<file path="config.mk">
export PLATFORM = sky130hd
export DESIGN_NAME = intx_msg_gen
export DESIGN_NICKNAME = d
export VERILOG_FILES = /design/src/rtl/intx_pkg.sv /design/src/rtl/intx_router.sv /design/src/rtl/intx_wire_tracker.sv /design/src/rtl/intx_arbiter.sv /design/src/rtl/intx_msg_gen.sv
export SDC_FILE = /design/constraint.sdc
export NUM_CORES = 1
export LEC_CHECK = 0
export BUFFER_PORTS_ARGS = -buffer_cell sky130_fd_sc_hd__buf_4
export CAP_MARGIN = 15
export CORE_AREA = 3 3 63 65
export CTS_CLUSTER_DIAMETER = 150
export DETAILED_ROUTE_END_ITERATION = 16
export DIE_AREA = 0 0 66 68
export SYNTH_ARGS = -nofsm -noshare
export SYNTH_HDL_FRONTEND = slang
export SYNTH_HIERARCHICAL = 1
export SYNTH_SLANG_ARGS = --single-unit
</file>
<file path="constraint.sdc">
create_clock -name clk -period 1.7 [get_ports clk]
set_input_delay 0 -clock clk [delete_from_list [all_inputs] [get_ports clk]]
set_output_delay 0 -clock clk [all_outputs]
set_load 0.005 [all_outputs]
</file>
<file path="src/rtl/intx_pkg.sv">
// Shared constants for the legacy interrupt message generator.
// Assumes exactly four virtual wires and 3-bit pin select fields.
package intx_pkg;
    localparam int NWIRE = 4;
    localparam int PIN_W = 3;
    localparam int CODE_W = 8;
    localparam logic [CODE_W-1:0] CODE_ASSERT_BASE   = 8'h20;
    localparam logic [CODE_W-1:0] CODE_DEASSERT_BASE = 8'h24;
endpackage

</file>
<file path="src/rtl/intx_router.sv">
// Steers each function's request onto its selected virtual wire and ORs per wire.
// Assumes pin select 1..NWIRE picks wire 0..NWIRE-1; every other value routes nowhere.
module intx_router
    import intx_pkg::*;
#(
    parameter int NFUNC = 8
) (
    input  logic [NFUNC-1:0]       req_i,
    input  logic [NFUNC-1:0]       dis_i,
    input  logic [NFUNC*PIN_W-1:0] pin_i,
    output logic [NWIRE-1:0]       lvl_o
);
    for (genvar w = 0; w < NWIRE; w++) begin : g_wire
        logic [NFUNC-1:0] hit;
        for (genvar f = 0; f < NFUNC; f++) begin : g_func
            // One function's enabled contribution to this wire.
            assign hit[f] = req_i[f] && !dis_i[f] &&
                            (pin_i[f*PIN_W +: PIN_W] == PIN_W'(w + 1));
        end
        // Combine all contributions to the wire.
        assign lvl_o[w] = |hit;
    end
endmodule

</file>
<file path="src/rtl/intx_wire_tracker.sv">
// Holds one wire's registered level and the last level that was announced.
// Pending means the two differ. Accepting a message copies the level into the announced record.
module intx_wire_tracker (
    input  logic clk,
    input  logic rst_n,
    input  logic lvl_d,
    input  logic accept_i,
    output logic lvl_q,
    output logic pend_o
);
    logic sent_q;

    // Register the combined wire level.
    always_ff @(posedge clk) begin
        if (!rst_n) lvl_q <= 1'b0;
        else        lvl_q <= lvl_d;
    end

    // Update the announced level when the message is consumed.
    always_ff @(posedge clk) begin
        if (!rst_n)        sent_q <= 1'b0;
        else if (accept_i) sent_q <= lvl_q;
    end

    assign pend_o = lvl_q ^ sent_q;

    AST_ACCEPT_ONLY_PENDING: assert property (@(posedge clk) disable iff (!rst_n)
        accept_i |-> (lvl_q != sent_q));
    AST_ACCEPT_CLEARS: assert property (@(posedge clk) disable iff (!rst_n)
        (accept_i && (lvl_d == lvl_q)) |=> !pend_o);
endmodule

</file>
<file path="src/rtl/intx_arbiter.sv">
// Fixed-priority selection among pending wires (lowest index wins) and code formation.
// Assumes pending flags and levels come from registered per-wire trackers.
module intx_arbiter
    import intx_pkg::*;
(
    input  logic [NWIRE-1:0]  pend_i,
    input  logic [NWIRE-1:0]  lvl_i,
    input  logic              ready_i,
    output logic              valid_o,
    output logic [CODE_W-1:0] code_o,
    output logic [NWIRE-1:0]  accept_o
);
    logic [NWIRE-1:0] grant;

    // Pick the lowest pending wire and build its code.
    always_comb begin
        grant  = '0;
        code_o = '0;
        for (int w = NWIRE - 1; w >= 0; w--) begin
            if (pend_i[w]) begin
                grant  = '0;
                grant[w] = 1'b1;
                code_o = (lvl_i[w] ? CODE_ASSERT_BASE : CODE_DEASSERT_BASE) + CODE_W'(w);
            end
        end
    end

    assign valid_o  = |pend_i;
    assign accept_o = grant & {NWIRE{ready_i}};

    always_comb begin
        AST_GRANT_ONEHOT: assert ($onehot0(grant));
        AST_PRIO_WIRE_A: assert (!(pend_i[0] && !grant[0]));
    end
endmodule

</file>
<file path="src/rtl/intx_msg_gen.sv">
// Top: routes per-function legacy interrupt requests to four wires and tracks each wire's level.
// Offers assert/deassert messages through a valid/ready handshake and exports registered status bits.
// Assumes the consumer may hold ready high continuously; messages are offered in wire A-first order.
module intx_msg_gen
    import intx_pkg::*;
#(
    parameter int NFUNC = 8
) (
    input  logic                   clk,
    input  logic                   rst_n,
    input  logic [NFUNC-1:0]       int_req_i,
    input  logic [NFUNC-1:0]       int_dis_i,
    input  logic [NFUNC*PIN_W-1:0] pin_cfg_i,
    input  logic                   msg_ready_i,
    output logic                   msg_valid_o,
    output logic [CODE_W-1:0]      msg_code_o,
    output logic [NFUNC-1:0]       sts_o
);
    logic [NWIRE-1:0] lvl_d, lvl_q, pend, accept;

    intx_router #(.NFUNC(NFUNC)) i_router (
        .req_i (int_req_i),
        .dis_i (int_dis_i),
        .pin_i (pin_cfg_i),
        .lvl_o (lvl_d)
    );

    for (genvar w = 0; w < NWIRE; w++) begin : g_trk
        intx_wire_tracker i_trk (
            .clk      (clk),
            .rst_n    (rst_n),
            .lvl_d    (lvl_d[w]),
            .accept_i (accept[w]),
            .lvl_q    (lvl_q[w]),
            .pend_o   (pend[w])
        );
    end

    intx_arbiter i_arb (
        .pend_i   (pend),
        .lvl_i    (lvl_q),
        .ready_i  (msg_ready_i),
        .valid_o  (msg_valid_o),
        .code_o   (msg_code_o),
        .accept_o (accept)
    );

    // Record the raw request of each function for its status bit.
    always_ff @(posedge clk) begin
        if (!rst_n) sts_o <= '0;
        else        sts_o <= int_req_i;
    end

    AST_STS_TRACK: assert property (@(posedge clk) disable iff (!rst_n)
        sts_o == $past(int_req_i));
    AST_CODE_LEGAL: assert property (@(posedge clk) disable iff (!rst_n)
        msg_valid_o |-> (msg_code_o >= 8'h20 && msg_code_o <= 8'h27));
    AST_STALL_HOLD: assert property (@(posedge clk) disable iff (!rst_n)
        (msg_valid_o && !msg_ready_i && (lvl_d == lvl_q)) |=>
            (msg_valid_o && $stable(msg_code_o)));
    AST_IDLE_QUIET: assert property (@(posedge clk) disable iff (!rst_n)
        (pend == '0) |-> !msg_valid_o);
endmodule

</file>
; Word level (Yosys, flattened, before mapping)
; Cells that the tools add are included.
[op_classes]
add_sub_neg = 3
bitwise = 5
mux = 12
eq_ne = 32
reduce_logical = 53
[op_table]
columns = cell, n
row1 = 3-bit by 2-bit == test with 1-bit output (second input constant), 16
row2 = 1-bit logical AND, 40
row3 = 8-bit 2-to-1 mux, 4
row4 = 8-bit OR reduction, 4
row5 = 3-bit by 1-bit == test with 1-bit output (second input constant), 8
row6 = 3-bit == test (second input constant), 8
row7 = 8-bit by 2-bit adder with 8-bit output (second input constant), 2
row8 = 4-bit 2-to-1 mux, 4
row9 = 3-bit 2-to-1 mux, 4
row10 = 8-bit by 1-bit adder with 8-bit output (second input constant), 1
row11 = 1-bit zero test, 8
row12 = 4-bit bitwise AND, 1
row13 = 4-bit OR reduction, 1
row14 = 1-bit XOR, 4
[totals]
output_inout_bits = 17
in_bits = 43
ff_bits = 16
elab_cells = 114

; Depth between registers and ports, before layout
; Gate-level depths: netlist of the first run.
[depth]
word_depth = 6
mapped_depth = 5
mapped_depth_nobuf = 5

; Cells and area by module
; The synthesis of the first run kept the hierarchy.
[by_module_without_submodules]
columns = mod, n_inst, cells_each, area_per_inst_um2
row1 = intx_router, 1, 57, 389.1
row2 = intx_wire_tracker, 4, 6, 71.3
row3 = intx_msg_gen, 1, 16, 210.2
row4 = intx_arbiter, 1, 22, 136.4

; Worst setup path after synthesis of the first run
; Ideal clock, no wire load.
[synth_path]
path_kind = reg2reg
from = reg g_trk[2].i_trk.lvl_q
to = reg g_trk[2].i_trk.sent_q
path_stages_with_launch = 6
arrival_time_ns = 1.326
setup_slack_ns = 0.258
synth_period_minus_slack_ns = 1.442
required_ns = 1.584
path_cell_list = dfxtp_1 xor2_1 inv_1 nor4b_1 mux2i_1 nor2b_1
[synth_via]
elab_chain_len = 5
[synth_lines]
columns = item, line_no
row1 = "start, declared", intx_wire_tracker.sv:8  ; output logic lvl_q,
row2 = "start signal, assigned", intx_wire_tracker.sv:16  ; else lvl_q <= lvl_d;
row3 = 1-bit XOR, intx_wire_tracker.sv:25  ; assign pend_o = lvl_q ^ sent_q;
row4 = net pend[2], intx_msg_gen.sv:19  ; logic [NWIRE-1:0] lvl_d, lvl_q, pend, accept;
row5 = 4-bit 2-to-1 mux (3 in series), intx_arbiter.sv:20  ; if (pend_i[w]) begin
row6 = 4-bit bitwise AND, intx_arbiter.sv:29  ; assign accept_o = grant & {NWIRE{ready_i}};
row7 = net accept[2], intx_msg_gen.sv:19
row8 = "end signal, assigned", intx_wire_tracker.sv:22  ; else if (accept_i) sent_q <= lvl_q;
row9 = "end, declared", intx_wire_tracker.sv:11  ; logic sent_q;
; The timed path passes the listed nets, and every way through them passes these cells.
; A chain may end at the register's enable or synchronous reset.

; Worst setup path after layout of the first run
; Same ends and word-level chain as after synthesis.

==> results of run 1 <==
## flip-flops by register name, indices dropped and copies added (netlist names)
name / count
g_trk.i_trk/lvl_q: 4
g_trk.i_trk/sent_q: 4
sts_o: 8
## power by group through the flow
stage               clock network (uW)  logic, uW  registers (uW)
floorplan                            0        103             409
detailed placement                   0        255             409
global placement                     0        252             408
finish                             180        269             401
CTS                                194        270             400
global route                       219        296             404
## metrics by stage
step	instance area [sq um]	hold WS [ps]
after floorplan	1030	122
after global placement	1470	222
after detailed placement	1470	224
after CTS	1580	36.8
after global routing	1590	51.9
final	1590	40.7
## per-layer routing
layer / vias up / global-route usage (%)
li1: 567 / -
met4: 0 / 4.57
met5: - / 0
met1: 478 / 15.2
met3: 2 / 0.985
met2: 49 / 22.4
## cells in the mapped netlist (2+ instances only)
master,n,area [sq um]
sky130_fd_sc_hd__a21oi_1,4,20.0
sky130_fd_sc_hd__and2_1,13,81.3
sky130_fd_sc_hd__buf_4,4,30.0
sky130_fd_sc_hd__dfxtp_1,16,320
sky130_fd_sc_hd__inv_1,4,15.0
sky130_fd_sc_hd__mux2i_1,4,40.0
sky130_fd_sc_hd__nand2_1,4,15.0
sky130_fd_sc_hd__nand2b_1,6,37.5
sky130_fd_sc_hd__nand3_1,3,15.0
sky130_fd_sc_hd__nand3b_1,2,15.0
sky130_fd_sc_hd__nand4_1,3,18.8
sky130_fd_sc_hd__nand4bb_1,2,22.5
sky130_fd_sc_hd__nor2_1,7,26.3
sky130_fd_sc_hd__nor2b_1,4,25.0
sky130_fd_sc_hd__nor3_1,4,20.0
sky130_fd_sc_hd__nor3b_1,2,15.0
sky130_fd_sc_hd__nor4_1,3,18.8
sky130_fd_sc_hd__nor4b_1,13,114
sky130_fd_sc_hd__nor4bb_1,2,20.0
sky130_fd_sc_hd__o22ai_1,2,12.5
sky130_fd_sc_hd__or4_1,2,15.0
sky130_fd_sc_hd__xor2_1,4,35.0
## worst paths after layout
check	startpoint	endpoint
max	g_trk[2].i_trk/lvl_q$_SDFF_PN0_	g_trk[2].i_trk/sent_q$_SDFFE_PN0P_
min	rst_n	sts_o[0]$_SDFF_PN0_
max reg2reg	g_trk[2].i_trk/lvl_q$_SDFF_PN0_	g_trk[2].i_trk/sent_q$_SDFFE_PN0P_
min reg2reg	g_trk[1].i_trk/sent_q$_SDFFE_PN0P_	g_trk[1].i_trk/sent_q$_SDFFE_PN0P_
## final cells by class
cell class                      instances  share of cell area [%]
Multi-Input combinational cell         98                    42.9
Timing Repair Buffer                   63                    31.0
Sequential cell                        16                    20.1
Tap cell                               46                    3.62
Clock buffer                            3                    1.42
Inverter                                4                   0.944
## worst max-delay path, delay by kind of cell (launching register included)
kind,cells,cell delay (ps)
multiplexers,1,220
buffers and inverters,1,120
AND/OR/NAND/NOR,2,440
XOR/XNOR,1,240
flip-flops,1,400
## logic make-up (layout without fill, tap and decap cells)
kind of cell / count (synthesis) / count (layout) / synth area share, %
DFF: 16 / 16 / 31.4
other: 1 / 4 / 0.367
buffers and inverters: 8 / 70 / 4.41
AOI/OAI and AO/OA: 12 / 12 / 7.60
xor gates and xnor gates: 4 / 4 / 3.43
muxes: 4 / 4 / 3.92
and+or+nand+nor: 74 / 74 / 48.9
## timing repair
item / in CTS / in global routing
buffers inserted: 0 / 0
endpoints found under the setup margin: 0 / 2
gates resized for setup: 0 / 2
hold endpoints to repair: 8 / 0
hold buffers: 8 / 0
==> metrics.txt, run 1 <==
run status finished clean; Std-Cell Core Area between 0.003 and 0.004 sq mm; maximum number of buffers from clock root to sink 2; multi-input combinational cell area 682 sq um; worst-margin pin slew approximately 470 ps; remaining routing DRC violations 0; number of antenna violations at the first check in global routing 0; GRT Overall Usage 12.3%; final core utilization around 47%; endpoint arrival time on the critical path ~1700 ps; proportion of synthesized flip-flops having asynchronous set or reset 0%; clk_skew 3.40 ps; chip height 68 microns; final net count between 200 and 250; number of pins exceeding their max-slew limit in the final report 0; via/cell ratio 4.77; Overall Power 850 uW; Via Count 1096; met1 WL 1.21 mm; Met3 Routed Length 188 microns; largest net degree at the start of global routing 17; post-detailed-route count of antenna-violating nets 0; register bit count reported by yosys 16; number of placed cells counting well taps about 220; Post-Syn Area per Cell about 8.6 sq um; WL/cell 12.0 microns; Cell Chain, Critical Path xor2_2 > inv_1 > nor4b_1 > mux2i_1 > nor2b_1; Overflow after GRT 0; Fmax 658 MHz; Worst setup EP type register; clock network latency to the later pin of the worst-skew pair ~270 ps; Top Ports 60; metal2 WL 1.34 mm; number of distinct standard cells referenced by the synthesized netlist 33; final weighted congestion in routability-driven placement 0.814; number of synthesized flops with an enable pin 0; Sw Ratio 25.0%; synth-to-layout area growth 55.8%; part of the total power dissipated in combinational logic 31.7%; master cell of the clock root buffer sky130_fd_sc_hd__clkbuf_4; synthesis warning total 6; Worst Setup Slack post-DPL 104 ps; Hold Crit Class input pin to register; Site Rows 21; Die Area 0.00449 sq mm; top sig layer met4; critical-path maximum fanout 5; count of clock tree sinks 16; crit path launch type register; fraction of the yosys area taken by sequential cells 31.4%; detailed-route wire length approximately 2.8 mm; switching power 213 uW; clock network fraction of total power 21.2%; final setup violation count 0; Hold Path Cell Cnt 2; number of CTS-inserted buffers 3; part of the cycle the worst path needs 89.3%; clock-pin slew of the registers on the worst-case setup and hold paths 80 ps; count of port buffers added during placement 55; number of global-route vias before repair 1042; CP Data Required Time 1870 ps; Slew HR 67.8%; Sequential cell area around 320 sq um; level count of the clock H-tree 1; clock tree from TritonCTS yes; largest incremental delay on the critical path 400 ps; post-synthesis cell count ~120; most instantiated flip-flop cell in the synthesis netlist sky130_fd_sc_hd__dfxtp_1; Cell Pwr Density 535 mW/mm^2; Maximum Capacitance Violations 0; wire length of the first global-routing pass 4.29 mm; hpwl dp 2.33 mm; maximum ir drop on the vdd rail 144 uV; sequential share of power 47.2%; Fillers about 330; DRC marker count from the first detailed-route iteration 36; commonest cells after routing, fill and taps aside sky130_fd_sc_hd__buf_4, sky130_fd_sc_hd__dfxtp_1, sky130_fd_sc_hd__and2_1, sky130_fd_sc_hd__nor4b_1, sky130_fd_sc_hd__dlygate4sd3_1; clock period minus worst slack 1520 ps; non-filler instance count after layout 230; worst reg2reg setup slack 180 ps; Setup Total Neg Slack 0 ps; depth of the most critical reg-to-reg path 5; standby leakage power 0.000684 uW; number of diodes 0; layout cell share with drive strength beyond 1 between 30% and 40%; most common cell after layout, fill and taps aside sky130_fd_sc_hd__buf_4; unrepaired setup endpoints after global routing no; cell with the biggest individual delay on the critical path sky130_fd_sc_hd__dfxtp_1; DRT Pass-1 Iters 4; internal power contribution 638 uW; final critical-path setup slack 181 ps; summed instance area of the synthesized netlist 0.00102 sq mm; Critical Setup Path Class register to register; Final Hold Vio Count 0; Die X 66 microns; Starting Density 30.1%
No activity file was read; power rests on OpenSTA's default activity.
==> inputs of run 2 (changes only) <==
--- a/config.mk
+++ b/config.mk
@@ -7,10 +7,13 @@
 export LEC_CHECK = 0
 export BUFFER_PORTS_ARGS = -buffer_cell sky130_fd_sc_hd__buf_4
 export CAP_MARGIN = 15
-export CORE_AREA = 3 3 63 65
+export CELL_PAD_IN_SITES_DETAIL_PLACEMENT = 1
+export CELL_PAD_IN_SITES_GLOBAL_PLACEMENT = 2
+export CORE_AREA = 3 3 71 73
 export CTS_CLUSTER_DIAMETER = 150
 export DETAILED_ROUTE_END_ITERATION = 16
-export DIE_AREA = 0 0 66 68
+export DIE_AREA = 0 0 74 76
+export PLACE_DENSITY_LB_ADDON = 0.1
 export SYNTH_ARGS = -nofsm -noshare
 export SYNTH_HDL_FRONTEND = slang
 export SYNTH_HIERARCHICAL = 1
==> metrics.txt, run 2 (synthesized netlist as in run 1, its figures left out) <==
Worst setup EP type primary output (was register); number of antenna violations at the first check in global routing 0 (unchanged); clock network latency to the later pin of the worst-skew pair 240 ps (was 270 ps); buffers plus inverters on the worst setup path 2 (was 1); clock tree from TritonCTS yes (unchanged); Via Count 1129 (was 1096); clk_skew 3.44 ps (was 3.40 ps); unrepaired setup endpoints after global routing no (unchanged); commonest cells after routing, fill and taps aside sky130_fd_sc_hd__buf_4, sky130_fd_sc_hd__dfxtp_1, sky130_fd_sc_hd__and2_1, sky130_fd_sc_hd__nor4b_1, sky130_fd_sc_hd__dlygate4sd3_1 (unchanged); final weighted congestion in routability-driven placement 0.746 (was 0.814); WL/cell 13.9 microns (was 12.0 microns); Starting Density 23.1% (was 30.1%); number of pins exceeding their max-slew limit in the final report 0 (unchanged); standby leakage power 0.000693 uW (was 0.000684 uW); chip height 76 microns (was 68 microns); number of CTS-inserted buffers 3 (unchanged); post-detailed-route count of antenna-violating nets 0 (unchanged); most common cell after layout, fill and taps aside sky130_fd_sc_hd__buf_4 (unchanged); remaining routing DRC violations 0 (unchanged); Std-Cell Core Area 0.00441 sq mm (was 0.00339 sq mm); Overall Power 956 uW (was 850 uW); Critical Setup Path Class register to primary output (was register to register); number of global-route vias before repair 1191 (was 1042); CP Data Required Time 1700 ps (was 1870 ps); number of stages on the worst setup path 5 (unchanged); Die Area 0.00562 sq mm (was 0.00449 sq mm); worst hold slack 89.2 ps (was 40.7 ps); maximum number of buffers from clock root to sink 2 (unchanged); terminus of the critical flop-to-flop path g_trk[2].i_trk/sent_q$_SDFFE_PN0P_ (unchanged); GRT Overall Usage 11.8% (was 12.3%); run status finished clean (unchanged); Final Hold Vio Count 0 (unchanged); final net count 229 (unchanged); Setup Total Neg Slack 0 ps (unchanged); count of clock tree sinks 16 (unchanged); startpoint of the worst-slack reg-to-reg timing path g_trk[2].i_trk/lvl_q$_SDFF_PN0_ (unchanged); part of the cycle the worst path needs 91.9% (was 89.3%); clock period minus worst slack 1560 ps (was 1520 ps); Fillers 537 (was 332); Critical Path Start g_trk[2].i_trk/lvl_q$_SDFF_PN0_ (unchanged); level count of the clock H-tree 1 (unchanged); Overflow after GRT 0 (unchanged); number of diodes 0 (unchanged); largest incremental delay on the critical path 360 ps (was 400 ps); CP endpoint msg_code_o[2] (was g_trk[2].i_trk/sent_q$_SDFFE_PN0P_); Fmax 640 MHz (was 658 MHz); number of flip-flops under the largest register name 8 (unchanged); clock-pin slew of the registers on the worst-case setup and hold paths 60 ps (was 80 ps); detailed-route wire length 3.28 mm (was 2.76 mm); largest net degree at the start of global routing 17 (unchanged); total setup buffers inserted after CTS 0 (unchanged); worst reg2reg setup slack 150 ps (was 180 ps); layout cell share with drive strength beyond 1 34.2% (was 33.7%); cell family contributing the most delay on the critical path flip-flops (was simple AND/OR/NAND/NOR gates); master cell of the clock root buffer sky130_fd_sc_hd__clkbuf_8 (was sky130_fd_sc_hd__clkbuf_4); Die X 74 microns (was 66 microns); critical-path maximum fanout 5 (unchanged); maximum ir drop on the vdd rail 225 uV (was 144 uV); Maximum Capacitance Violations 0 (unchanged); Site Rows 24 (was 21); cell with the biggest individual delay on the critical path sky130_fd_sc_hd__dfxtp_1 (unchanged); Top Registers sts_o (8), g_trk.i_trk/lvl_q (4), g_trk.i_trk/sent_q (4) (unchanged); crit path launch type register (unchanged); via/cell ratio 4.78 (was 4.77); count of port buffers added during placement 55 (unchanged); final setup violation count 0 (unchanged); synth-to-layout area growth 59.1% (was 55.8%); endpoint arrival time on the critical path 1560 ps (was 1690 ps); hpwl dp 2.71 mm (was 2.33 mm); Hold Crit Class input pin to register (unchanged); depth of the most critical reg-to-reg path 5 (unchanged); Cell Pwr Density 589 mW/mm^2 (was 535 mW/mm^2); DRC marker count from the first detailed-route iteration 4 (was 36); wire length of the first global-routing pass 5.23 mm (was 4.29 mm); Sequential cell area 320 sq um (unchanged); DRT Pass-1 Iters 4 (unchanged); Cell Chain, Critical Path xor2_1 > inv_1 > a2bb2oi_1 > a21oi_1 > buf_4 (was xor2_2 > inv_1 > nor4b_1 > mux2i_1 > nor2b_1); register with the highest flop count sts_o (unchanged); multi-input combinational cell area 689 sq um (was 682 sq um); Top Ports 60 (unchanged)
-- run 2: stage by stage --
| stage | cell area [sq um] | utilization, % | setup slack, ps | cells |
|---|---|---|---|---|
| floorplan | 1030 | - | 258 | 122 |
| global placement | 1480 | 33.5 | 189 | 225 |
| detailed placement | 1480 | 33.5 | 107 | 225 |
| CTS | 1600 | 36.3 | 88.6 | 236 |
| global route | 1620 | 36.8 | 41.0 | 236 |
| finish | 1620 | 36.8 | 138 | 236 |
-- run 2: worst min path at each step --
stage	from	to	slack [ps]	cells past startpoint
3_3_place_gp	int_req_i[2]	sts_o[2]$_SDFF_PN0_	220	2
3_5_place_dp	int_req_i[6]	sts_o[6]$_SDFF_PN0_	220	2
2_1_floorplan	rst_n	g_trk[0].i_trk/lvl_q$_SDFF_PN0_	120	1
5_1_grt	rst_n	g_trk[1].i_trk/sent_q$_SDFFE_PN0P_	110	2
6_report	rst_n	sts_o[2]$_SDFF_PN0_	90	2
4_1_cts	rst_n	sts_o[2]$_SDFF_PN0_	100	2
-- run 2: timing repair --
action,4_1_cts,5_1_grt
endpoints found under the setup margin,0,2
gates resized for setup,0,4
endpoints found under the hold margin,8,0
hold buffers,8,0
-- run 2: layout make-up --
type	instances	share of cell area (%)
clock buffer	3	2.54
inverter	4	0.924
multi-input combinational	98	42.4
sequential	16	19.7
tap	52	4.01
timing repair buffer	63	30.4
-- run 2: power by group --
| part | total (uW) | internal, uW | switching, uW | leakage [uW] |
|---|---|---|---|---|
| Combinational | 275 | 165 | 110 | 0.000540 |
| Sequential | 402 | 392 | 9.87 | 0.000132 |
| Clock | 279 | 157 | 122 | 0.0000216 |
| Total | 956 | 714 | 242 | 0.000693 |
-- run 2: worst reg2reg max path, delay by kind of cell, from the launching register on --
| family | cells | cell delay, ps |
|---|---|---|
| multiplexers | 1 | 210 |
| XOR/XNOR | 1 | 340 |
| AND/OR/NAND/NOR | 2 | 380 |
| flip-flops | 1 | 360 |
| buffers and inverters | 1 | 160 |
-- run 2: layer usage --
layer	track usage [%]	share of wire, %
met4	4.89	1.5
met5	0	0
met1	13.5	40
met3	2.24	4.5
met2	20.8	54
